--- src/rtl/rns_scale_pkg.sv ---
package rns_scale_pkg;

    localparam int unsigned N_LOW  = 3;
    localparam int unsigned N_HIGH = 8;

    typedef enum logic {
        SGN_NONNEG = 1'b0,
        SGN_NEG    = 1'b1
    } sgn_e;

    function automatic bit n_supported(int unsigned n);
        return (n >= N_LOW) && (n <= N_HIGH);
    endfunction

endpackage

--- src/rtl/rns_chan_diff.sv ---
module rns_chan_diff #(
    parameter int unsigned N = 6
) (
    input  logic [N-1:0] x_lo,
    input  logic [N-1:0] x_mid,
    input  logic [N:0]   x_hi,
    output logic [N-1:0] y_lo,
    output logic [N:0]   y_hi
);
    localparam logic [N:0]   MOD_LO = {1'b0, {N{1'b1}}};
    localparam logic [N+1:0] MOD_HI = {2'b01, {(N-1){1'b0}}, 1'b1};

    logic [N-1:0] mid_red;
    logic [N:0]   d_lo, d_lo_w;
    logic [N+1:0] d_hi, d_hi_w;

    // y_lo = (x_lo - x_mid) mod 2^n-1, because 2^n is 1 in that channel
    // y_hi = (x_mid - x_hi) mod 2^n+1, because 2^n is -1 in that channel
    always_comb begin
        mid_red = (&x_mid) ? '0 : x_mid;
        d_lo    = {1'b0, x_lo} - {1'b0, mid_red};
        d_lo_w  = d_lo + MOD_LO;
        y_lo    = d_lo[N] ? d_lo_w[N-1:0] : d_lo[N-1:0];
        d_hi    = {2'b00, x_mid} - {1'b0, x_hi};
        d_hi_w  = d_hi + MOD_HI;
        y_hi    = d_hi[N+1] ? d_hi_w[N:0] : d_hi[N:0];
    end
endmodule

--- src/rtl/rns_crt_rebuild.sv ---
module rns_crt_rebuild #(
    parameter int unsigned N = 6
) (
    input  logic [N-1:0]   y_lo,
    input  logic [N:0]     y_hi,
    output logic [2*N-1:0] y_bin
);
    localparam logic [N:0] MOD_LO = {1'b0, {N{1'b1}}};

    logic [N:0]   hi_red;
    logic [N:0]   d, d_w;
    logic [N-1:0] dd, k;

    // Y = y_hi + (2^n+1)*k, with k = (y_lo - y_hi)*inv(2) mod 2^n-1.
    // Halving modulo 2^n-1 is a right rotate.
    always_comb begin
        hi_red = (y_hi >= MOD_LO) ? (y_hi - MOD_LO) : y_hi;
        d      = {1'b0, y_lo} - {1'b0, hi_red[N-1:0]};
        d_w    = d + MOD_LO;
        dd     = d[N] ? d_w[N-1:0] : d[N-1:0];
        k      = {dd[0], dd[N-1:1]};
        y_bin  = {{(N-1){1'b0}}, y_hi}
               + {k, {N{1'b0}}}
               + {{N{1'b0}}, k};
    end
endmodule

--- src/rtl/rns_sign_fix.sv ---
module rns_sign_fix
    import rns_scale_pkg::*;
#(
    parameter int unsigned N = 6
) (
    input  logic [2*N-1:0] y_bin,
    input  logic           mid_msb,
    output logic [N-1:0]   r_mid
);
    sgn_e sgn;
    logic edge_case;

    // Upper half: Y >= 2^(2n-1), or Y = 2^(2n-1)-1 with the dropped
    // middle residue at least 2^(n-1).
    always_comb begin
        edge_case = ~y_bin[2*N-1] & (&y_bin[2*N-2:0]) & mid_msb;
        sgn       = (y_bin[2*N-1] | edge_case) ? SGN_NEG : SGN_NONNEG;
        // Subtracting 2^(2n)-1 is adding 1 modulo 2^n
        r_mid     = y_bin[N-1:0] + {{(N-1){1'b0}}, (sgn == SGN_NEG)};
    end
endmodule

--- src/rtl/rns_signed_scaler.sv ---
module rns_signed_scaler
    import rns_scale_pkg::*;
#(
    parameter int unsigned N = 6
) (
    input  logic         clk,
    input  logic         rst,
    input  logic         in_valid,
    input  logic [N-1:0] in_r_lo,
    input  logic [N-1:0] in_r_mid,
    input  logic [N:0]   in_r_hi,
    output logic         out_valid,
    output logic [N-1:0] out_r_lo,
    output logic [N-1:0] out_r_mid,
    output logic [N:0]   out_r_hi
);
    localparam int unsigned YW = 2 * N;

    typedef struct packed {
        logic         vld;
        logic [N-1:0] lo;
        logic [N:0]   hi;
        logic         mid_msb;
    } stage_t;

    logic [N-1:0]  d_lo;
    logic [N:0]    d_hi;
    stage_t        s1;
    logic [YW-1:0] y_bin;
    logic [N-1:0]  fixed_mid;

    rns_chan_diff #(.N(N)) u_diff (
        .x_lo  (in_r_lo),
        .x_mid (in_r_mid),
        .x_hi  (in_r_hi),
        .y_lo  (d_lo),
        .y_hi  (d_hi)
    );

    always_ff @(posedge clk) begin
        if (rst) begin
            s1 <= '0;
        end else begin
            s1.vld <= in_valid;
            if (in_valid) begin
                s1.lo      <= d_lo;
                s1.hi      <= d_hi;
                s1.mid_msb <= in_r_mid[N-1];
            end
        end
    end

    rns_crt_rebuild #(.N(N)) u_rebuild (
        .y_lo  (s1.lo),
        .y_hi  (s1.hi),
        .y_bin (y_bin)
    );

    rns_sign_fix #(.N(N)) u_fix (
        .y_bin   (y_bin),
        .mid_msb (s1.mid_msb),
        .r_mid   (fixed_mid)
    );

    always_ff @(posedge clk) begin
        if (rst) begin
            out_valid <= 1'b0;
            out_r_lo  <= '0;
            out_r_mid <= '0;
            out_r_hi  <= '0;
        end else begin
            out_valid <= s1.vld;
            if (s1.vld) begin
                out_r_lo  <= s1.lo;
                out_r_mid <= fixed_mid;
                out_r_hi  <= s1.hi;
            end
        end
    end
endmodule

--- config.mk ---
export PLATFORM = sky130hd
export DESIGN_NAME = rns_signed_scaler
export DESIGN_NICKNAME = d
export VERILOG_FILES = /design/src/rtl/rns_scale_pkg.sv /design/src/rtl/rns_chan_diff.sv /design/src/rtl/rns_crt_rebuild.sv /design/src/rtl/rns_sign_fix.sv /design/src/rtl/rns_signed_scaler.sv
export SDC_FILE = /design/constraint.sdc
export NUM_CORES = 1
export LEC_CHECK = 0
export BUFFER_PORTS_ARGS = -buffer_cell sky130_fd_sc_hd__buf_4
export CAP_MARGIN = 20
export CORE_MARGIN = 1.5
export CORE_UTILIZATION = 55
export DETAILED_ROUTE_END_ITERATION = 8
export HOLD_SLACK_MARGIN = 0.02
export PLACE_DENSITY = 0.85
export SYNTH_ARGS = -nofsm -noshare
export SYNTH_HDL_FRONTEND = slang
export SYNTH_SLANG_ARGS = --single-unit
--- constraint.sdc ---
create_clock -name clk -period 6.3 [get_ports clk]
set_input_delay 0.63 -clock clk [delete_from_list [all_inputs] [get_ports clk]]
set_output_delay 0.63 -clock clk [all_outputs]
set_load 0.1 [all_outputs]
Word-level counts from Yosys, hierarchy flattened
Index checks and enable logic that the tools add are counted.

Bitwise gates (word level): 4. Magnitude comparators: 1. Mux-type cells: 6. Add/sub/neg operators: 10. Reductions and logical operators: 2.

Operator list (number): $mux W6 (4); $sub A6 B6 Y7 (2); $add A12 B6 Y12 (1); $add A6 B6 Y6 const B (2); $add A7 B12 Y12 (1); $reduce_and A11 Y1 (1); $sub A6 B7 Y8 (1); $add A7 B7 Y7 const B (1); $ge A7 B6 Y1 const B (1); $mux W7 (1); $add A6 B1 Y6 (1); $reduce_and A6 Y1 (1); $sub A6 B6 Y6 const B (1); $and A1 B1 Y1 (2); $mux W1 (1); $not A1 Y1 (1); $or A1 B1 Y1 (1).

Flip-flop bits (word level): 35. Input bits: 22. Output and inout port bits: 20. Word-level logic and storage cells: 31.

Depth between registers and ports, before layout
Gate-level depths: netlist (run 1).

Depth after elaboration: 13. Gate-level depth with buffers: 28. Mapped depth without buffers: 28.

Cells and area by module
Synthesis (run 1) repeated with hierarchy kept, for this count alone.

Cell total of the unflattened synthesis: 338. Area, all modules: 3026.7 sq um.

Modules (own cells, without submodules): rns_signed_scaler (area each 1241.2 sq um, sequential area each 700.7 sq um, cells an instance 111, instances 1); rns_crt_rebuild (area each 887.1 sq um, sequential area each 0.0 sq um, cells an instance 114, instances 1); rns_chan_diff (area each 782.0 sq um, sequential area each 0.0 sq um, cells an instance 98, instances 1); rns_sign_fix (area each 116.4 sq um, sequential area each 0.0 sq um, cells an instance 15, instances 1).

Worst setup path before layout (run 1)
No wires, ideal clock.

Kind: register to register. Start point: register s1[1] in the netlist's numbering. End point: register out_r_mid[5]. Buffers on the path: 0. Library setup time: 0.091 ns. Data arrival time: 5.432 ns. Cell stages (with the launch flop): 28. Period minus slack after synthesis: 5.523 ns. Setup slack: 0.777 ns. Required time: 6.209 ns. Cells stage by stage: dfxtp_1 -> ha_1 -> a21o_1 -> a31o_2 -> xor2_1 -> ha_1 -> inv_1 -> fa_1 -> a21oi_1 -> nor2_1 -> or2_2 -> nor2_1 -> nor2_1 -> a21oi_1 -> ha_1 -> inv_1 -> fa_1 -> nand2b_1 -> a21oi_2 -> xor2_1 -> o2111ai_1 -> o31ai_1 -> a31oi_1 -> o41ai_2 -> ha_1 -> nand3_1 -> or3_1 -> a311oi_1.

Longest elaborated chain between the ends: 13. Elaborated cells on any way between the ends: 15. Those cells by class: add/sub: 6; order compare: 1; mux: 3; bitwise: 4; reduce/logical: 1.

RTL lines: from (decl) (line rns_signed_scaler.sv:28) `stage_t s1;`; $sub A6 B6 Y6 / $ge A7 B6 Y1 (equally long branches) (line rns_crt_rebuild.sv:17) `hi_red = (y_hi >= MOD_LO) ? (y_hi - MOD_LO) : y_hi;`; $mux W6 (line rns_crt_rebuild.sv:17); $sub A6 B6 Y7 (line rns_crt_rebuild.sv:18) `d = {1'b0, y_lo} - {1'b0, hi_red[N-1:0]};`; $add A6 B6 Y6 (line rns_crt_rebuild.sv:19) `d_w = d + MOD_LO;`; $mux W6 (line rns_crt_rebuild.sv:20) `dd = d[N] ? d_w[N-1:0] : d[N-1:0];`; $add A7 B12 Y12 (line rns_crt_rebuild.sv:23) `+ {k, {N{1'b0}}}`; $add A12 B6 Y12 (*) (line rns_crt_rebuild.sv:24) `+ {{N{1'b0}}, k};`; $reduce_and A11 Y1 / $not A1 Y1 (equally long branches) (line rns_sign_fix.sv:16) `edge_case = ~y_bin[2*N-1] & (&y_bin[2*N-2:0]) & mid_msb;`; $and A1 B1 Y1 (2 in a row) (line rns_sign_fix.sv:16); $or A1 B1 Y1 (line rns_sign_fix.sv:17) `sgn = (y_bin[2*N-1] | edge_case) ? SGN_NEG : SGN_NONNEG;`; $mux W1 (line rns_sign_fix.sv:17); $add A6 B1 Y6 (*) (line rns_sign_fix.sv:19) `r_mid = y_bin[N-1:0] + {{(N-1){1'b0}}, (sgn == SGN_NEG)};`; to (signal assigned) (line rns_signed_scaler.sv:75) `out_r_mid <= fixed_mid;`; to (decl) (line rns_signed_scaler.sv:14) `output logic [N-1:0] out_r_mid,`.

Mark *: on every way between the ends. The rest lies on a longest branch, timed or not. A chain may end at the register's enable or synchronous reset.

Final worst setup path (run 1)
Ends and elaborated chain as after synthesis.

==> flow_summary.yaml, run 1 <==
clocking:
  cts_max_level: 2
  clkSlewWorstSetupHoldPaths_ns: 0.07
  cts_buffers: 5
  clock_path_buffers: 2
  clock_sinks: 35
  hold_buffers: 0
  clock_tree.root_cell: "clkbuf_8"
  cts_tree: "done"
  clk-insertion-delay-late_ns: 0.29
sta:
  setup_viol: 0
  drv_slew: 0
  hold_violations: 0
  hold_slack_ns: 0.4840
  worst_pin_slew_ns: 0.4825
  max_freq_mhz: 167.9
  fin_crit_sh: 0.9454
  skew_ns: 0.004079
  min_period_ns: 5.956
  finalSetupTns_ns: 0
  slew_headroom: 0.6779
finish:
  syn2layout_area_growth_pct: 18.26
  nets: 453
  layout-drive-gt1-share: 0.1970
  antenna_cells: 0
  fin_cells: 466
  fin_util: 0.6826
critical_path:
  rr_endpoint: "out_r_mid[5]"
  r2r_start: "s1[1]"
  cp_data_required_time_ns: 6.51
  critPathArrivalTime_ns: 6.17
  path_max_fanout: 8
  ff2ff_path_depth: 27
  critical_path_class: "flop to flop"
  worst_setup_path_start_kind: "flop"
  worstSetupEndpointType: "flop"
  r2r_slack_ns: 0.34
detailed_routing:
  dr_total_vias: 2707
  drtAntennaViolNets: 0
  drtIter0Drc: 135
  route.detailed.drc: 0
  vias_per_cell: 5.809
  first_pass_iters: 4
  wl_per_cell_um: 14.20
  wl_mm: 6.618
placed_design:
  dpl.hpwl_mm: 5.180
  port_buffers: 41
  place.gp.congestion: 0.9385
  place_inst: 455
floorplanning:
  start_util: 0.5772
  num_rows: 26
  die_h_um: 76.44
  dieArea_um2: 5843
  die_width_um: 76.44
  io_pins: 42
  core_area_um2: 5140
yosys:
  yosys.area.top_type: "dfxtp_1"
  yosys_register_bits: 35
  synth_area_leaders: "dfxtp_1 24%, ha_1 13%, mux2i_1 6.7%, nor2_1 5.8%, xor2_1 5.0%"
  synth.avg_cell_area_um2: 8.380
  async_flop_share: 0
  synth.distinct_cells: 56
  syn_nets: 412
  synth_edf_count: 0
  synth_warnings: 0
  syn_inst: 354
  ys_seq_area_frac: 0.2362
  netlist.area_leader.share: 0.2362
  synthFlopType: "dfxtp_1"
  syn_area_um2: 2967
global_route:
  grt_usage: 0.2373
  grt_pass1_vias: 2629
  grt_max_degree: 36
  antenna_found_initial: 0
  grt_pass1_wl_mm: 11.34
  grt_overflow: 0
power_and_ir_drop:
  powerDensity_nw_per_um2: 376.5
  leakage_nw: 1.590
  peakVddDrop_mv: 0.2235
  total_power_mw: 1.321
flow_run:
  maxCapViolCount: 0
hold_path:
  hold_depth: 2
  min-delay-start: "out_r_mid[3]"
  hold_path_end: "out_r_mid[3]"
  hp-class: "flop to flop"
status:
  outcome: "finished, final reports clean"
-- report_power, final --
part / internal (mW) / leakage, nW / switching, mW / total (mW)
logic: 0.327 / 1.24 / 0.513 / 0.840
clock network: 0.128 / 0.0612 / 0.0825 / 0.210
registers: 0.246 / 0.288 / 0.0242 / 0.270
-- critical path, cell delays in order, from the launching register on --
cell and delay, ns:
dfxtp_2 0.37, ha_1 0.24, a21o_1 0.16, a31o_2 0.27, xor2_1 0.16, ha_1 0.18
inv_1 0.05, fa_2 0.39, a21oi_1 0.19, nor2_1 0.10, or2_2 0.33, nor2_2 0.15
nor2_1 0.06, a21oi_1 0.17, ha_1 0.19, inv_1 0.05, fa_1 0.39, nand2b_1 0.17
a21oi_2 0.24, xor2_2 0.22, o2111ai_1 0.17, o31ai_1 0.23, a31oi_1 0.08, o41ai_2 0.31
ha_2 0.24, nand3_1 0.11, or3_1 0.38, a311oi_2 0.26
-- placed cells by master, fill, tap and decap left out, drive strengths merged, types with 5 or more instances in the layout --
master,count
and3,5
dfxtp,35
xor2,17
buf,44
o21ai,7
mux2i,20
nor2,47
nand2b,8
a21o,8
nand2,18
a211oi,12
xnor2,12
a21oi,15
nand4,8
clkbuf,6
ha,32
nor3,7
inv,25
nand3,7
-- worst max-delay path by stage --
stage | start | endpoint | slack, ns | cells past startpoint
floorplan | s1[1] | out_r_mid[5] | 0.78 | 27
global placement | s1[1] | out_r_mid[5] | 0.51 | 27
detailed placement | s1[1] | out_r_mid[5] | 0.22 | 27
CTS | s1[1] | out_r_mid[5] | 0.18 | 27
global route | s1[1] | out_r_mid[5] | -0.03 | 27
finish | s1[1] | out_r_mid[5] | 0.34 | 27
-- state kept, by name, summed over array words and instances (netlist names) --
register,count
s1,15
out_r_hi,7
out_r_lo,6
out_r_mid,6
out_valid,1
-- Yosys cell counts (all sizes together) (2+ instances only) --
library cell  instances
nand4b                2
nor2b                 4
xnor2                12
nor2                 47
or3                   3
mux2i                20
a211o                 2
a31o                  2
or2                   4
a21oi                15
nand4                 8
and2                  3
a21o                  8
o31a                  2
dfxtp                35
a311oi                2
nand2b                8
nor3                  7
ha                   32
a31oi                 4
a211oi               12
nand2                18
nand3                 7
o31ai                 4
o211ai                2
o21a                  4
fa                    4
inv                  25
and3                  5
xor2                 17
nor3b                 2
clkbuf                9
o21ai                 7
nand3b                2
o22ai                 2
-- cell families after synthesis --
kind of cell	Yosys count	share of synthesized area
AND/OR/NAND/NOR	124	0.2092
AO/OA/AOI/OAI	74	0.1890
adder cells (fa/ha/maj)	36	0.1620
buffers and inverters	35	0.04681
flip-flops	35	0.2362
XOR/XNOR	29	0.08562
multiplexers	21	0.07128
-- per-layer routing --
metal	routed length [um]	GRT usage	part of all wire
met1	2740	0.2691	0.41
met2	3429	0.4321	0.52
met3	251	0.04790	0.038
met4	195	0.09444	0.029
met5	0	0	0
-- metrics by stage --
stage	instance area (um2)	setup WS, ns
after global routing	3508	-0.03450
after floorplan	2967	0.7774
after global placement	3317	0.5089
final	3508	0.3439
after detailed placement	3317	0.2152
after CTS	3435	0.1777
-- area by class of cell --
class | count | area [um2]
Clock buffer | 6 | 82.58
Clock inverter | 2 | 35.03
Fill cell | 413 | 1632
Inverter | 25 | 93.84
Multi-Input combinational cell | 284 | 2156
Sequential cell | 35 | 703.2
Tap cell | 70 | 87.58
Timing Repair Buffer | 44 | 350.3
-- what timing repair did --
action / in CTS / in global routing
setup endpoints to repair: 0 / 5
resized for setup: 0 / 8
buffers inserted: 0 / 2
Power figures use the tool's default switching activity.
==> inputs of run 2 (changes only) <==
--- a/config.mk
+++ b/config.mk
@@ -8,10 +8,10 @@
 export BUFFER_PORTS_ARGS = -buffer_cell sky130_fd_sc_hd__buf_4
 export CAP_MARGIN = 20
 export CORE_MARGIN = 1.5
-export CORE_UTILIZATION = 55
+export CORE_UTILIZATION = 46
 export DETAILED_ROUTE_END_ITERATION = 8
 export HOLD_SLACK_MARGIN = 0.02
-export PLACE_DENSITY = 0.85
+export PLACE_DENSITY = 0.74
 export SYNTH_ARGS = -nofsm -noshare
 export SYNTH_HDL_FRONTEND = slang
 export SYNTH_SLANG_ARGS = --single-unit
==> flow_summary.yaml, run 2 (synthesis gave the netlist of run 1 again) <==
hold_path:
  hp-class: "flop to flop"
power_and_ir_drop:
  powerDensity_nw_per_um2: 371.0
  leakage_nw: 1.577
  peakVddDrop_mv: 0.2834
clocking:
  cts_max_level: 2
  clk-insertion-delay-late_ns: 0.29
  clkSlewWorstSetupHoldPaths_ns: 0.08
  clock_path_buffers: 2
  cts_tree: "done"
  clock_tree.root_cell: "clkbuf_8"
  cts_buffers: 5
  clock_sinks: 35
  hold_buffers: 0
floorplanning:
  die_width_um: 83.31
  start_util: 0.4726
  num_rows: 29
  io_pins: 42
  dieArea_um2: 6940
  core_area_um2: 6277
  die_h_um: 83.31
finish:
  reg_top3: "s1: 15 flops, out_r_hi: 7 flops"
  syn2layout_area_growth_pct: 17.63
  antenna_cells: 0
  regMostFlops: "s1"
  largest_reg_flops: 15
  layout-drive-gt1-share: 0.1949
  nets: 452
  n_fill_cell: 595
  final_common_cell: "nor2_1"
  layout_common_cells: "45 x nor2_1, 43 x buf_4, 33 x dfxtp_1"
  fin_util: 0.5559
critical_path:
  critPathArrivalTime_ns: 6.12
  path_max_fanout: 8
  cp_common_cell: "ha_1"
  max_stage_delay_ns: 0.53
  cp_data_required_time_ns: 6.51
  path_buf_inv: 2
  path_cells: "ha_1 > a21o_1 > a31o_2 > xor2_1 > ha_1 > inv_1 > fa_2 > inv_1 > ha_1 > nand2b_1 > or4_1 > and2_2 > ha_1 > a21o_1 > nand4_1 > and3_1 > mux2_2 > o31ai_1 > a31oi_1 > o41ai_2 > ha_2 > nand3_1 > or3_1 > a311oi_1"
  worstSetupEndpointType: "flop"
  crit_family: "simple AND/OR/NAND/NOR gates"
  critical_path_class: "flop to flop"
  cpMaxStageDelayCell: "or4_1"
  worst_setup_path_start_kind: "flop"
detailed_routing:
  drtIter0Drc: 98
  vias_per_cell: 5.608
  drtAntennaViolNets: 0
  wl_per_cell_um: 14.29
  wl_mm: 6.744
  dr_total_vias: 2647
  route.detailed.drc: 0
  first_pass_iters: 4
placed_design:
  place.gp.congestion: 0.8718
  port_buffers: 41
  dpl.hpwl_mm: 5.418
sta:
  hold_violations: 0
  fin_crit_sh: 0.9387
  min_period_ns: 5.914
  setup_viol: 0
  max_freq_mhz: 169.1
  worst_pin_slew_ns: 0.4643
  skew_ns: 0.008440
  finalSetupTns_ns: 0
  slew_headroom: 0.6894
  drv_slew: 0
global_route:
  grt_usage: 0.1958
  grt_max_degree: 36
  grt_pass1_vias: 2527
  grt_pass1_wl_mm: 11.23
  grt_overflow: 0
  antenna_found_initial: 0
status:
  outcome: "finished, final reports clean"
flow_run:
  maxCapViolCount: 0
-- run 2: final timing paths --
path / endpoint / slack, ns / from / cells after the start
setup / recovery: out_r_mid[5] / 0.39 / s1[1] / 24
hold / removal: out_r_mid[3] / 0.48 / out_r_mid[3] / 2
setup reg to reg: out_r_mid[5] / 0.39 / s1[1] / 24
hold reg to reg: out_r_mid[3] / 0.48 / out_r_mid[3] / 2
-- run 2: cell type report --
| type | instances | area (um2) | area share |
|---|---|---|---|
| flip-flops and latches | 35 | 703.2 | 0.2015 |
| multi-input cells | 284 | 2173 | 0.6228 |
| repair buffers | 43 | 322.8 | 0.09251 |
| well taps | 77 | 96.34 | 0.02761 |
| clock buffers | 8 | 100.1 | 0.02868 |
| inverters | 25 | 93.84 | 0.02689 |
-- run 2: stage by stage --
stage | hold slack, ns | power, mW | cell area, um2 | worst slack [ns] | instances
global route | 0.5087 | 1.386 | 3490 | -0.01575 | 472
CTS | 0.4859 | 1.250 | 3433 | 0.1833 | 471
finish | 0.4835 | 1.295 | 3490 | 0.3861 | 472
detailed placement | 0.4771 | 1.067 | 3333 | 0.1947 | 463
floorplan | 0.4607 | 0.9078 | 2967 | 0.7774 | 354
global placement | 0.4735 | 1.048 | 3333 | 0.4957 | 463
-- run 2: what timing repair did --
| item | CTS | global route |
|---|---|---|
| buffers inserted | 0 | 1 |
| setup endpoints to repair | 0 | 5 |
| resized for setup | 0 | 11 |
-- run 2: report_power, final --
part / leakage [nW] / total, mW / internal, mW / switching [mW]
Sequential: 0.288 / 0.270 / 0.246 / 0.0240
Combinational: 1.24 / 0.845 / 0.323 / 0.522
Clock: 0.0515 / 0.179 / 0.0998 / 0.0796
-- run 2: layer usage --
metal  track usage  wire length (um)
met4       0.06212                97
met5             0                 0
met2        0.3636              3474
met1        0.2248              2946
met3       0.03678               225
-- run 2: worst reg2reg max path, delay by kind of cell (launching register included) --
kind	cells	cell delay, ns
compound gates	7	1.49
fa+ha+maj	6	1.58
flops	1	0.37
buf+inv	2	0.16
xor+xnor	1	0.16
mux	1	0.38
simple gates	7	1.68
==> inputs of run 3 (changes only) <==
--- a/config.mk
+++ b/config.mk
@@ -5,6 +5,7 @@
 export SDC_FILE = /design/constraint.sdc
 export NUM_CORES = 1
 export LEC_CHECK = 0
+export ABC_AREA = 1
 export BUFFER_PORTS_ARGS = -buffer_cell sky130_fd_sc_hd__buf_4
 export CAP_MARGIN = 20
 export CORE_MARGIN = 1.5
==> flow_summary.yaml, run 3 <==
clocking:
  post_cts_buffers: 0
  hold_buffers: 0
  clock_tree.root_cell: "clkbuf_8"
  cts.repair.resized: 0
  cts_tree: "done"
  clock_sinks: 35
  cts_buffers: 5
  clock_path_buffers: 2
  cts_max_level: 2
  clkSlewWorstSetupHoldPaths_ns: 0.08
  clk-insertion-delay-late_ns: 0.29
yosys:
  synth.distinct_cells: 38
  yosys.area.top_type: "dfxtp_1"
  ys_seq_area_frac: 0.2123
  synth.most_common_cell: "nand2_1"
  synth_edf_count: 0
  synth_warnings: 0
  ys_top_cells_by_count: "98 x nand2_1, 78 x inv_1, 43 x nor2_1"
  syn_inst: 501
  synth_area_leaders: "dfxtp_1 21%, ha_1 12%, nand2_1 11%, inv_1 8.9%, nor2_1 4.9%"
  syn_nets: 559
  syn_area_um2: 3301
  async_flop_share: 0
  netlist.area_leader.share: 0.2123
  synthFlopType: "dfxtp_1"
  yosys_register_bits: 35
  synth.avg_cell_area_um2: 6.588
finish:
  regMostFlops: "s1"
  postLayoutCellArea_um2: 3797
  antenna_cells: 0
  reg_top3: "s1: 15 flops, out_r_hi: 7 flops"
  syn2layout_area_growth_pct: 15.05
  layout-drive-gt1-share: 0.2007
  largest_reg_flops: 15
  layout_common_cells: "98 x nand2_1, 78 x inv_1, 43 x nor2_1"
  nets: 600
  final_common_cell: "nand2_1"
  fin_util: 0.5528
  fin_cells: 639
critical_path:
  cpMaxStageDelayCell: "fa_1"
  r2r_start: "s1[2]"
  max_stage_delay_ns: 0.55
  worst_setup_path_start_kind: "flop"
  critical_path_class: "flop to flop"
  critPathLaunch: "s1[2]"
  path_max_fanout: 4
  r2r_slack_ns: 0.95
  path_buf_inv: 6
  cp_common_cell: "nand3_1"
  critPathArrivalTime_ns: 5.54
  crit_family: "adder cells"
  worstSetupEndpointType: "flop"
  cp_data_required_time_ns: 6.49
floorplanning:
  start_util: 0.4805
  die_h_um: 87.71
  die_width_um: 87.71
  num_rows: 30
  io_pins: 42
  dieArea_um2: 7692
  core_area_um2: 6869
power_and_ir_drop:
  powerDensity_nw_per_um2: 320.5
  pwr-share-clk: 0.138
  seqPwrFrac: 0.215
  p_sw_mw: 0.6293
  p_int_mw: 0.5876
  combPwrFrac: 0.647
  total_power_mw: 1.217
  peakVddDrop_mv: 0.1317
  leakage_nw: 2.010
  switching_share: 0.5171
global_route:
  grt_usage: 0.2065
  grt_pass1_wl_mm: 12.90
  grt_overflow: 0
  grt_pass1_vias: 2977
  antenna_found_initial: 0
  grt_max_degree: 23
status:
  outcome: "finished, final reports clean"
hold_path:
  min-delay-start: "s1[10]"
  hp-class: "flop to flop"
detailed_routing:
  vias_per_cell: 5.005
  drtAntennaViolNets: 0
  route.detailed.drc: 0
  wl_mm: 7.498
  drtIter0Drc: 103
  dr_total_vias: 3198
  first_pass_iters: 4
  wl_per_cell_um: 11.73
sta:
  max_freq_mhz: 186.8
  fin_crit_sh: 0.8495
  hold_violations: 0
  skew_ns: 0.01021
  slew_headroom: 0.6118
  rsz0062_at_grt: "no"
  setup_viol: 0
  drv_slew: 0
  worst_pin_slew_ns: 0.5817
  worst_slack_ns: 0.9479
  hold_slack_ns: 0.4818
  min_period_ns: 5.352
  finalSetupTns_ns: 0
placed_design:
  dp_slack_ns: 0.9629
  port_buffers: 41
  dpl.hpwl_mm: 6.203
  place_inst: 631
  place.gp.congestion: 0.8852
  place_area_um2: 3705
flow_run:
  maxCapViolCount: 0
## run 3: cell count changes in the layout (fill, tap and decap cells not counted), moves of 7 or more
cell	previous run	this run
nand2_1	18	98
inv_1	25	78
o21ai_0	5	29
nand3_1	7	29
mux2i_1	20	0
a21oi_1	12	30
inv_2	0	17
nand2_2	0	17
a211oi_1	12	0
nand2b_1	8	0
a21o_1	7	0
## run 3: layout make-up
class | count | area, um2
clock inverters | 3 | 23.77
fillers | 671 | 3072
well taps | 96 | 120.1
repair buffers | 42 | 315.3
flip-flops and latches | 35 | 700.7
inverters | 96 | 360.3
clock buffers | 5 | 68.82
multi-input cells | 362 | 2208
## run 3: cell families (layout without fill, tap and decap cells)
family          Yosys count  in the layout  share of synthesized area
simple gates            227            227                     0.3328
buf+inv                 104            146                     0.1186
compound gates           77             77                     0.1300
fa+ha+maj                36             36                     0.1456
flops                    35             35                     0.2123
xor+xnor                 22             22                    0.06065
## run 3: tightest hold or removal path, stage by stage (launching register included)
cell,delay (ns)
dfxtp_1,0.33
inv_1,0.06
a21oi_1,0.05
## run 3: power by group through the flow
stage               combinational (mW)  clock (mW)  sequential, mW
floorplan                        0.547           0           0.346
global placement                 0.772           0           0.267
detailed placement               0.780           0           0.267
CTS                              0.784       0.170           0.262
global route                     0.881       0.180           0.265
finish                           0.787       0.168           0.262
## run 3: path summary, 6_finish.rpt
kind / to / depth (start not counted)
hold / removal: out_r_lo[2] / 2
hold reg to reg: out_r_lo[2] / 2
setup reg to reg: out_r_mid[5] / 33
setup / recovery: out_r_mid[5] / 33
## run 3: per-layer routing
layer  track usage  share of wire
met2        0.3671           0.49
met1        0.2613           0.47
met3       0.01979          0.026
met4       0.06638          0.020
met5             0              0
